$ cat config.mk
export PLATFORM = sky130hd
export DESIGN_NAME = sharelist_node_ctrl
export DESIGN_NICKNAME = d
export VERILOG_FILES = /design/src/rtl/sharelist_node_ctrl.sv
export SDC_FILE = /design/constraint.sdc
export NUM_CORES = 1
export LEC_CHECK = 0
export BUFFER_PORTS_ARGS = -buffer_cell sky130_fd_sc_hd__buf_2
export CORE_ASPECT_RATIO = 0.9
export CORE_MARGIN = 10
export CORE_UTILIZATION = 50
export DETAILED_ROUTE_END_ITERATION = 8
export GPL_TIMING_DRIVEN = 0
export PLACE_DENSITY = 0.81
export SYNTH_ARGS = -nofsm -noshare
export SYNTH_HDL_FRONTEND = slang
export SYNTH_SLANG_ARGS = --single-unit
$ cat constraint.sdc
create_clock -name clk -period 2.4 [get_ports clk]
set_clock_uncertainty 0.2 [all_clocks]
set_input_delay 0.24 -clock clk [delete_from_list [all_inputs] [get_ports clk]]
set_output_delay 0.24 -clock clk [all_outputs]
set_load 0.05 [all_outputs]
$ cat src/rtl/sharelist_node_ctrl.sv
module sharelist_node_ctrl #(
  parameter int NODES = 4,
  localparam int PTR_W = $clog2(NODES + 1)
) (
  input  logic             clk,
  input  logic             rst_n,
  input  logic             cmd_valid,
  output logic             cmd_ready,
  input  logic             cmd_purge,
  input  logic [PTR_W-1:0] cmd_node,
  output logic             done,
  output logic [2:0]       done_code,
  output logic [PTR_W-1:0] done_ptr,
  output logic             mem_cached,
  output logic [PTR_W-1:0] mem_head,
  input  logic [PTR_W-1:0] qry_node,
  output logic [2:0]       qry_state,
  output logic [PTR_W-1:0] qry_fwd,
  output logic [PTR_W-1:0] qry_bwd
);
  localparam int IDX_W = (NODES > 1) ? $clog2(NODES) : 1;
  localparam logic [PTR_W-1:0] NULL_PTR = PTR_W'(NODES);

  localparam logic [2:0] LS_INV  = 3'd0;
  localparam logic [2:0] LS_HEAD = 3'd1;
  localparam logic [2:0] LS_MID  = 3'd2;
  localparam logic [2:0] LS_TAIL = 3'd3;
  localparam logic [2:0] LS_EXCL = 3'd4;

  localparam logic [2:0] RC_MEMDATA  = 3'd0;
  localparam logic [2:0] RC_PREPEND  = 3'd1;
  localparam logic [2:0] RC_HIT      = 3'd2;
  localparam logic [2:0] RC_PURGED   = 3'd3;
  localparam logic [2:0] RC_REFUSED  = 3'd4;

  typedef enum logic [1:0] {PH_IDLE, PH_MEM, PH_PREP, PH_WALK} phase_t;

  phase_t                      phase;
  logic [PTR_W-1:0]            req_node, old_head, cursor;
  logic                        req_purge;
  logic [NODES-1:0][2:0]       line_st;
  logic [NODES-1:0][PTR_W-1:0] line_fwd, line_bwd;

  logic [IDX_W-1:0] ri, oi, ci, qi;
  logic             req_ok, qry_ok;

  assign ri     = req_node[IDX_W-1:0];
  assign oi     = old_head[IDX_W-1:0];
  assign ci     = cursor[IDX_W-1:0];
  assign qi     = qry_node[IDX_W-1:0];
  assign req_ok = req_node < NULL_PTR;
  assign qry_ok = qry_node < NULL_PTR;

  assign cmd_ready = (phase == PH_IDLE);
  assign qry_state = qry_ok ? line_st[qi]  : LS_INV;
  assign qry_fwd   = qry_ok ? line_fwd[qi] : NULL_PTR;
  assign qry_bwd   = qry_ok ? line_bwd[qi] : NULL_PTR;

  always_ff @(posedge clk or negedge rst_n) begin
    if (!rst_n) begin
      phase      <= PH_IDLE;
      req_node   <= NULL_PTR;
      req_purge  <= 1'b0;
      old_head   <= NULL_PTR;
      cursor     <= NULL_PTR;
      mem_cached <= 1'b0;
      mem_head   <= NULL_PTR;
      done       <= 1'b0;
      done_code  <= RC_MEMDATA;
      done_ptr   <= NULL_PTR;
      for (int i = 0; i < NODES; i++) begin
        line_st[i]  <= LS_INV;
        line_fwd[i] <= NULL_PTR;
        line_bwd[i] <= NULL_PTR;
      end
    end else begin
      done <= 1'b0;
      case (phase)
        PH_IDLE: if (cmd_valid) begin
          req_node  <= cmd_node;
          req_purge <= cmd_purge;
          phase     <= PH_MEM;
        end
        PH_MEM: begin
          done_ptr <= NULL_PTR;
          if (!req_ok) begin
            done      <= 1'b1;
            done_code <= RC_REFUSED;
            phase     <= PH_IDLE;
          end else if (!req_purge) begin
            if (line_st[ri] != LS_INV) begin
              done      <= 1'b1;
              done_code <= RC_HIT;
              phase     <= PH_IDLE;
            end else if (!mem_cached) begin
              mem_cached   <= 1'b1;
              mem_head     <= req_node;
              line_st[ri]  <= LS_HEAD;
              line_fwd[ri] <= NULL_PTR;
              line_bwd[ri] <= NULL_PTR;
              done         <= 1'b1;
              done_code    <= RC_MEMDATA;
              phase        <= PH_IDLE;
            end else begin
              old_head <= mem_head;
              mem_head <= req_node;
              phase    <= PH_PREP;
            end
          end else if (line_st[ri] == LS_HEAD || line_st[ri] == LS_EXCL) begin
            cursor <= line_fwd[ri];
            phase  <= PH_WALK;
          end else begin
            done      <= 1'b1;
            done_code <= RC_REFUSED;
            phase     <= PH_IDLE;
          end
        end
        PH_PREP: begin
          if (line_st[oi] != LS_INV) begin
            line_bwd[oi] <= req_node;
            line_st[oi]  <= (line_fwd[oi] == NULL_PTR) ? LS_TAIL : LS_MID;
            line_fwd[ri] <= old_head;
          end else begin
            line_fwd[ri] <= NULL_PTR;
          end
          line_st[ri]  <= LS_HEAD;
          line_bwd[ri] <= NULL_PTR;
          done         <= 1'b1;
          done_code    <= RC_PREPEND;
          done_ptr     <= old_head;
          phase        <= PH_IDLE;
        end
        PH_WALK: begin
          if (cursor == NULL_PTR || line_st[ci] == LS_INV) begin
            line_st[ri]  <= LS_EXCL;
            line_fwd[ri] <= NULL_PTR;
            done         <= 1'b1;
            done_code    <= RC_PURGED;
            phase        <= PH_IDLE;
          end else begin
            line_st[ci]  <= LS_INV;
            line_fwd[ci] <= NULL_PTR;
            line_bwd[ci] <= NULL_PTR;
            cursor       <= line_fwd[ci];
          end
        end
        default: phase <= PH_IDLE;
      endcase
    end
  end
endmodule


==> run metrics, run 1 <==
total power=approximately 7.6 mW; status=finished with violations; r2r endpoint=line_bwd[8]$_DFFE_PN1P_; number of synthesized flops with an enable pin=0; vias in the first global route=slightly above 4,000; maximum vdd drop=766.0 uV; Worst Path Max Fanout=7; Yosys reg bits=between 50 and 60; LEAKAGE=between 2 and 2.5 nW; n_diodes=0; Synth area leaders=dfrtp_1 (29%), mux4_2 (9.7%), dfstp_2 (8.6%); Top FF cell, synth=dfrtp_1; pin count of the biggest net entering global routing=60; die height=approximately 100 microns; register area share after synthesis=0.3767; Rel. slew slack=0.09185; Post-Syn Area=between 3000 and 4000 sq um; first-pass GRT wire length=23.58 mm; Top delay family on crit path=compound AO/OA/AOI/OAI gates; unrepaired setup endpoints after global routing=true; drt total wl=16.10 mm; pwr dens=around 1400 nW/um^2; GRT Total Usage=0.2523; most frequent cell after synthesis=dfrtp_1; CP bufs+invs=1; layout cells sized above 1=0.4303; # DRC=0; Syn Nets=between 400 and 500; CORE AREA=roughly 7600 sq um; Final Hold Fails=0; WL/cell=between 20 and 30 microns; Nets=around 520; clock latency on the worst-skew pair=about 0.36 ns; FF-to-FF Start=req_node[0]$_DFFE_PN0P_; Ports=31; reg2reg path depth=7; Slew @ Worst Pin=1.359 ns; hold depth=4; share of the synthesized area in the top cell type=0.2905; Endpoint, Worst Hold=phase[0]$_DFFE_PN0P_; Setup CP Type=register to register; CP max stage delay=approximately 0.51 ns; Worst R2R Setup Slack=-0.33 ns; initial antenna violation count=0; final setup fails=43; Yosys Warn Count=0; Final WS setup=-0.3272 ns; Async S/R FF share, synth=1.000; crit end category=register; via count=4,349; # H-tree levels=3; input/output buffers=28; Detail Route Antenna Nets=0; Synth Instances=about 430; Hold Startpoint=cmd_valid; number of CTS-inserted buffers=9; drt pass-1 iters=7; Min-Delay Path Class=input pin to register; initial core utilization=0.5200; die footprint=roughly 12,000 sq um; commonest cells in the netlist=dfrtp_1 (46), o21ai_0 (45), nand2_1 (44), nor2_1 (41), a21oi_1 (24); Synth-to-Final Area Change=34.23%; failing checks=setup timing; Yosys top cell by area=dfrtp_1; CTS max path bufs=2; CTS root buffer=clkbuf_8; iteration-0 DRC count of the detailed router=696; final slew viol count=0; CTS tree=done; CP max-delay cell=o41a_4; Post-DP HPWL=10.41 mm; Distinct cells, synth=about 60; crit share post-route=1.136; crit-path cells=buf_4, mux2i_2, a22oi_2, o41a_4, a211oi_4, a21boi_1, a221o_1; CTS sink cnt=59; clock-pin slew on the worst setup and hold paths=0.08 ns; Fmax achieved=around 370 MHz; WP data arrival=roughly 2.8 ns; # rows=30; Mean Syn Cell Area=between 9 and 10 sq um; routability-driven placement congestion ratio=1.034; CP Launch Type=register; fin crit period=about 2.7 ns; Vias/cell=between 7 and 8; Fin Hold WS=approximately 0.079 ns; Overflow after GRT=0; maximum capacitance violations=0; Die Wd=113.8 microns; worst path required time=approximately 2.5 ns
[sequential cells by signal (all words and copies together) (netlist names)]
name	count
mem_head	3
mem_cached	1
done_ptr	3
line_bwd	12
req_node	3
cursor	3
line_fwd	12
req_purge	1
old_head	3
done	1
done_code	3
phase	2
line_st	12
[cells in the final DEF (no fill, tap or decap), types with 6 or more instances in the layout]
| cell | n |
|---|---|
| dfrtp_2 | 7 |
| o22ai_1 | 8 |
| nand2_1 | 38 |
| clkbuf_8 | 12 |
| o21ai_1 | 18 |
| buf_4 | 35 |
| nor2b_1 | 14 |
| o21ai_2 | 6 |
| mux2_2 | 9 |
| dfrtp_1 | 39 |
| mux4_2 | 17 |
| buf_2 | 33 |
| a22oi_1 | 6 |
| dfstp_2 | 13 |
| o21ai_0 | 19 |
| a21oi_1 | 19 |
| nor2_1 | 35 |
| nand3_1 | 6 |
| or2_2 | 6 |
| inv_1 | 11 |
| clkbuf_1 | 6 |
[metrics by stage]
stage                     cell area (sq um)  std cells  utilization  TNS [ns]  worst slack, ns
after floorplan                        3963        426            -   -0.7038          -0.1221
after global placement                 4223        550       0.5542    -37.23           -1.176
after detailed placement               4223        550       0.5542    -32.70          -0.9578
after CTS                              5026        594       0.6596    -3.665          -0.2062
after global routing                   5319        605       0.6980    -8.865          -0.4760
final                                  5319        605       0.6980    -7.138          -0.3272
[power by group]
part	switching, mW	internal [mW]
clock network	0.449	0.641
logic	2.94	1.80
registers	0.380	1.35
total	3.77	3.79
[cells by family (layout without fill, tap and decap cells)]
family | count (synthesis) | in the layout | share of synthesized area
AND/OR/NAND/NOR | 149 | 149 | 0.1828
AO/OA/AOI/OAI | 145 | 146 | 0.2542
flip-flops | 59 | 59 | 0.3767
buffers and inverters | 37 | 119 | 0.03599
multiplexers | 31 | 31 | 0.1355
adder cells (fa/ha/maj) | 4 | 4 | 0.01263
XOR/XNOR | 1 | 1 | 0.002211
[metal layers]
layer / routed length [microns] / track usage
met1: 5892 / 0.3205
met2: 7012 / 0.3706
met3: 2124 / 0.07093
met4: 1069 / 0.1494
met5: 0 / 0
[worst register-to-register path, cell delays in order, from the launching register on]
cell and delay, ns:
dfrtp_2 0.44, buf_4 0.16, mux2i_2 0.41, a22oi_2 0.21
o41a_4 0.51, a211oi_4 0.31, a21boi_1 0.12, a221o_1 0.27
[repair_timing]
action	CTS	global route
pin swaps	17	23
endpoints found under the setup margin	53	46
hold buffers	4	1
cloned	0	3
resized for setup	105	57
buffers inserted	24	11
hold endpoints to repair	4	46
[how the worst max path moves through the flow]
stage / startpoint / to / slack, ns / depth (start not counted)
floorplan: req_node[0]$_DFFE_PN0P_ / line_bwd[8]$_DFFE_PN1P_ / -0.12 / 6
global placement: line_st[11]$_DFFE_PN0P_ / line_st[7]$_DFFE_PN0P_ / -1.18 / 5
detailed placement: line_st[11]$_DFFE_PN0P_ / line_st[7]$_DFFE_PN0P_ / -0.96 / 5
CTS: req_node[0]$_DFFE_PN0P_ / line_bwd[11]$_DFFE_PN1P_ / -0.21 / 5
global route: req_node[0]$_DFFE_PN0P_ / line_bwd[11]$_DFFE_PN1P_ / -0.48 / 8
finish: req_node[0]$_DFFE_PN0P_ / line_bwd[8]$_DFFE_PN1P_ / -0.33 / 7
[area by class of cell]
cell class / count / area (sq um)
multi-input cells: 331 / 2791
flip-flops and latches: 59 / 1501
fillers: 564 / 2301
well taps: 96 / 120.1
clock inverters: 4 / 72.57
plain buffers: 23 / 146.4
repair buffers: 69 / 490.5
inverters: 11 / 41.29
clock buffers: 12 / 155.1
(Power assumes the default switching activity.)
==> inputs of run 2 (changes only) <==
--- a/config.mk
+++ b/config.mk
@@ -6,12 +6,14 @@
 export NUM_CORES = 1
 export LEC_CHECK = 0
 export BUFFER_PORTS_ARGS = -buffer_cell sky130_fd_sc_hd__buf_2
+export CELL_PAD_IN_SITES_DETAIL_PLACEMENT = 0
+export CELL_PAD_IN_SITES_GLOBAL_PLACEMENT = 1
 export CORE_ASPECT_RATIO = 0.9
 export CORE_MARGIN = 10
-export CORE_UTILIZATION = 50
+export CORE_UTILIZATION = 42
 export DETAILED_ROUTE_END_ITERATION = 8
 export GPL_TIMING_DRIVEN = 0
-export PLACE_DENSITY = 0.81
+export PLACE_DENSITY = 0.86
 export SYNTH_ARGS = -nofsm -noshare
 export SYNTH_HDL_FRONTEND = slang
 export SYNTH_SLANG_ARGS = --single-unit
==> constraint.sdc (replaced) <==
create_clock -name clk -period 2.4 [get_ports clk]
set_clock_uncertainty 0.2 [all_clocks]
set_input_delay 0.48 -clock clk [delete_from_list [all_inputs] [get_ports clk]]
set_output_delay 0.48 -clock clk [all_outputs]
set_load 0.05 [all_outputs]
==> run metrics, run 2 (same netlist as run 1, synthesis figures left out) <==
worst path required time=2.47 ns (about the same); # H-tree levels=3 (unchanged); maximum vdd drop=785.7 uV (+2.6%); total power=7.229 mW (-4.4%); CTS tree=done; initial core utilization=0.4323 (-0.08774); Fin Hold WS=-0.01268 ns (-0.09148 ns); Final Hold Fails=6 (+6); clock latency on the worst-skew pair=0.34 ns (-0.02 ns); final setup fails=36 (-16%); Nets=518 (unchanged); Vias/cell=6.556 (-8.8%); Final WS setup=-0.2485 ns (+0.07862 ns); CTS max path bufs=2 (unchanged); fin crit period=2.649 ns (-0.07862 ns); DP Area=4275 sq um (+1.2%); Rel. slew slack=0.3952 (+0.3034); biggest regs=line_bwd (12), line_fwd (12), line_st (12); maximum capacitance violations=0 (unchanged); # rows=33 (+10%); via count=4,137 (-4.9%); Overflow after GRT=0 (unchanged); CTS sink cnt=59 (unchanged); n_diodes=0 (unchanged); CORE AREA=9166 sq um (+20%); most frequent cells in the layout=dfrtp_1 (38), buf_4 (37), nand2_1 (37), nor2_1 (36), buf_2 (32); Worst Path Max Fanout=7 (unchanged); Final Instance Area=5251 sq um (-1.3%); vias in the first global route=3,978 (-3.9%); clock-pin slew on the worst setup and hold paths=0.07 ns (about the same); initial antenna violation count=0 (unchanged); pwr dens=1377 nW/um^2 (-3.2%); WP data arrival=2.72 ns (-0.09 ns); Setup CP Type=register to register; Fmax achieved=377.6 MHz (+3.0%); CTS root buffer=clkbuf_8; status=finished with violations; layout cells sized above 1=0.4420 (+0.01179); unrepaired setup endpoints after global routing=true; LEAKAGE=2.125 nW (+0.12%); GRT Total Usage=0.2209 (-0.03132); number of CTS-inserted buffers=9 (unchanged); Die Wd=122.4 microns (+7.5%); final slew viol count=0 (unchanged); Setup TNS=-4.043 ns (+3.095 ns); drt pass-1 iters=5 (-2); Post-DP HPWL=10.52 mm (+1.1%); input/output buffers=28 (unchanged); Slew @ Worst Pin=0.9052 ns (-0.4541 ns); Ports=31 (unchanged); first-pass GRT wire length=23.71 mm (+0.56%); most common cell after layout, fill and taps aside=dfrtp_1; CP Launch Type=register; crit share post-route=1.104 (-0.03276); Detail Route Antenna Nets=0 (unchanged); hold buffer count at cts=0 (-4); # DRC=0 (unchanged); crit end category=register; iteration-0 DRC count of the detailed router=498 (-28%); Min-Delay Path Class=input pin to async pin; WL/cell=24.33 microns (-8.6%); drt total wl=15.35 mm (-4.6%); post-layout util=0.5729 (-0.1251); pin count of the biggest net entering global routing=60 (unchanged); routability-driven placement congestion ratio=0.9483 (-8.3%); Synth-to-Final Area Change=32.52%; die footprint=13,720 sq um (+15%); die height=112.1 microns (+7.4%); failing checks=hold timing, setup timing
-- run 2: metal layers --
metal / wire length, microns / global-route usage / up-vias
li1: - / - / 1771
met1: 6306 / 0.3047 / 2044
met2: 7086 / 0.3311 / 271
met3: 1401 / 0.05261 / 51
met4: 558 / 0.07457 / 0
met5: 0 / 0 / -
-- run 2: power breakdown --
group	switching, mW	internal (mW)
Sequential	0.375	1.35
Combinational	2.74	1.81
Clock	0.448	0.512
-- run 2: worst paths after layout --
check	from	to	slack, ns	cells after the start
setup / recovery	line_st[8]$_DFFE_PN0P_	line_bwd[5]$_DFFE_PN1P_	-0.25	6
hold / removal	rst_n	line_bwd[4]$_DFFE_PN0P_	-0.01	1
setup reg to reg	line_st[8]$_DFFE_PN0P_	line_bwd[5]$_DFFE_PN1P_	-0.25	6
hold reg to reg	line_bwd[7]$_DFFE_PN0P_	line_bwd[7]$_DFFE_PN0P_	0.31	1
max in group asynchronous	rst_n	line_st[11]$_DFFE_PN0P_	1.43	1
min in group clk	cmd_node[2]	req_node[2]$_DFFE_PN1P_	0.17	2
-- run 2: timing repair --
item	4_1_cts	5_1_grt
setup endpoints to repair	61	50
cloned	0	1
setup buffers	20	19
resized for setup	105	52
pin swaps	22	14
-- run 2: per-stage QoR --
step                      instances  worst slack (ns)
after CTS                       612           -0.2342
after floorplan                 426           -0.1221
after detailed placement        576           -0.8387
final                           631           -0.2485
after global placement          576           -0.9835
after global routing            631           -0.2957
-- run 2: worst max-delay path, cell delays in order, from the launching register on --
cell and delay, ns:
dfrtp_2 0.46, mux4_2 0.49, or2_4 0.30, o41a_4 0.41
a211oi_4 0.32, a21boi_1 0.12, a221o_1 0.27
-- run 2: cell type report --
class	instances	area, sq um
inverter	11	41.29
fill	795	3915
sequential	59	1503
tap	122	152.6
buffer	25	173.9
timing repair buffer	68	471.7
clock buffer	11	141.4
clock inverter	5	62.56
multi-input combinational	330	2705
==> inputs of run 3 (changes only) <==
--- a/config.mk
+++ b/config.mk
@@ -14,6 +14,9 @@
 export DETAILED_ROUTE_END_ITERATION = 8
 export GPL_TIMING_DRIVEN = 0
 export PLACE_DENSITY = 0.86
+export RECOVER_POWER = 100
+export REMOVE_ABC_BUFFERS = 1
+export SKIP_LAST_GASP = 1
 export SYNTH_ARGS = -nofsm -noshare
 export SYNTH_HDL_FRONTEND = slang
 export SYNTH_SLANG_ARGS = --single-unit
==> run metrics, run 3 (same netlist as run 1, synthesis figures left out) <==
status=finished with violations; failing checks=capacitance limit, slew limit, setup timing; Sw Share=0.4758 (-0.01643); initial antenna violation count=0 (unchanged); internal power=3.964 mW (+8.0%); GR peak layer=met2; routability-driven placement congestion ratio=0.9453 (-0.32%); n_diodes=0 (unchanged); WP data arrival=2.82 ns (+0.10 ns); final slew viol count=60 (+60); layout cells sized above 1=0.4345 (-0.007519); CP Launch Type=register; CTS sink cnt=59 (unchanged); pin count of the biggest net entering global routing=60 (unchanged); unrepaired setup endpoints after global routing=true; iteration-0 DRC count of the detailed router=504 (+1.2%); Fin Hold WS=0.1415 ns (+0.1542 ns); clock latency on the worst-skew pair=0.37 ns (+0.03 ns); LEAKAGE=2.130 nW (+0.23%); Die Wd=122.4 microns (unchanged); Overflow after GRT=0 (unchanged); maximum vdd drop=896.6 uV (+14%); Setup CP Type=register to register; GR Util met1=0.2747 (-0.03006); CTS tree=done; crit share post-route=1.155 (+0.05108); WL/cell=24.15 microns (-0.72%); Rel. slew slack=-0.05000 (-0.4452); GR Util met2=0.3002 (-0.03085); DP Area=4170 sq um (-2.5%); fin crit period=2.771 ns (+0.1226 ns); Min-Delay Path Class=input pin to register; biggest regs=line_bwd (12), line_fwd (12), line_st (12); Fmax achieved=360.9 MHz (-4.4%); most common cell after layout, fill and taps aside=buf_4; Logic pwr share=0.609 (-0.020); Slew @ Worst Pin=1.575 ns (+0.6698 ns); vias in the first global route=3,820 (-4.0%); Post-DP HPWL=9.108 mm (-13%); # rows=33 (unchanged); crit end category=register; Worst Path Max Fanout=5 (-2); final setup fails=47 (+31%); # fillers=804 (+1.1%); clock network power share=0.141 (+0.008); Final Non-Filler Cells=626 (-0.79%); # H-tree levels=3 (unchanged); via count=4,170 (+0.80%); worst path required time=2.45 ns (-0.02 ns); die footprint=13,720 sq um (unchanged); clock-pin slew on the worst setup and hold paths=0.08 ns (about the same); Net Sw Power=3.598 mW (+1.1%); initial core utilization=0.4323 (unchanged); drt pass-1 iters=5 (unchanged); Final WS setup=-0.3711 ns (-0.1226 ns); number of CTS-inserted buffers=9 (unchanged); met3 global-route usage=0.05711 (+0.004509); most frequent cells in the layout=buf_4 (41), nor2_1 (37), dfrtp_1 (37), nand2_1 (34), o21ai_0 (26); input/output buffers=30 (+7.1%); drt total wl=15.12 mm (-1.5%); hold buffer count at cts=0 (unchanged); post-layout util=0.5879 (+0.01502); CORE AREA=9166 sq um (unchanged); pwr dens=1403 nW/um^2 (+1.9%); Detail Route Antenna Nets=0 (unchanged); Vias/cell=6.661 (+1.6%); Placed Instances=552 (-4.2%); CTS root buffer=clkbuf_8; register share of total power=0.250 (+0.012); Ports=31 (unchanged); Final Instance Area=5389 sq um (+2.6%); CTS max path bufs=2 (unchanged); Synth-to-Final Area Change=36.00%; # DRC=0 (unchanged); first-pass GRT wire length=21.59 mm (-8.9%); die height=112.1 microns (unchanged); Nets=514 (-0.77%); GRT Total Usage=0.2016 (-0.01930); Final Hold Fails=0 (-6); maximum capacitance violations=1 (+1)
[run 3: power groups by stage]
| stage | sequential, mW | combinational (mW) | clock [mW] |
|---|---|---|---|
| 2_1_floorplan | 1.86 | 2.10 | 0 |
| 3_3_place_gp | 1.86 | 2.92 | 0 |
| 3_5_place_dp | 1.87 | 2.97 | 0 |
| 4_1_cts | 1.80 | 3.65 | 1.07 |
| 5_1_grt | 1.93 | 4.87 | 1.12 |
| 6_report | 1.89 | 4.60 | 1.07 |
[run 3: path summary, 6_finish.rpt]
check / start / end / slack [ns] / cells past startpoint
max: req_node[0]$_DFFE_PN0P_ / done_code[2]$_DFFE_PN0P_ / -0.37 / 9
min: cmd_purge / req_purge$_DFFE_PN0P_ / 0.14 / 2
max reg2reg: req_node[0]$_DFFE_PN0P_ / done_code[2]$_DFFE_PN0P_ / -0.37 / 9
min reg2reg: mem_head[2]$_DFFE_PN1P_ / mem_head[2]$_DFFE_PN1P_ / 0.29 / 1
max in group asynchronous: rst_n / req_node[1]$_DFFE_PN0P_ / 0.55 / 1
min in group asynchronous: rst_n / line_fwd[0]$_DFFE_PN0P_ / 0.32 / 1
[run 3: area by class of cell]
class                           count  area, sq um  share of cell area
Timing Repair Buffer               89        685.7              0.1272
Multi-Input combinational cell    330         2771              0.5143
Clock inverter                      4        73.82             0.01370
Inverter                           11        45.04            0.008358
Tap cell                          122        152.6             0.02833
Clock buffer                       11        151.4             0.02809
Sequential cell                    59         1509              0.2800
[run 3: layer usage]
| layer | vias to the layer above | wire, microns |
|---|---|---|
| met5 | - | 0 |
| met1 | 2012 | 5890 |
| met3 | 76 | 1797 |
| met4 | 0 | 709 |
| met2 | 319 | 6724 |
| li1 | 1763 | - |
[run 3: stage by stage]
| step | power (mW) | worst slack (ns) | setup TNS (ns) |
|---|---|---|---|
| finish | 7.562 | -0.3711 | -9.345 |
| global placement | 4.776 | -1.529 | -56.97 |
| detailed placement | 4.837 | -1.507 | -52.72 |
| global route | 7.918 | -0.4073 | -11.62 |
| CTS | 6.515 | -0.3510 | -8.461 |
| floorplan | 3.960 | -0.5286 | -12.34 |
[run 3: timing repair]
action | CTS | global route
pin swaps | 14 | 33
setup endpoints to repair | 54 | 55
cloned | 0 | 1
setup buffers | 24 | 36
resized for setup | 63 | 97
[run 3: critical path, cell delays in order, from the launching register on]
cell	delay [ns]
dfrtp_4	0.47
mux4_2	0.57
buf_6	0.16
buf_6	0.11
xor2_2	0.17
nand4_1	0.17
buf_4	0.21
o21ai_2	0.06
nand3b_1	0.22
mux2_4	0.32
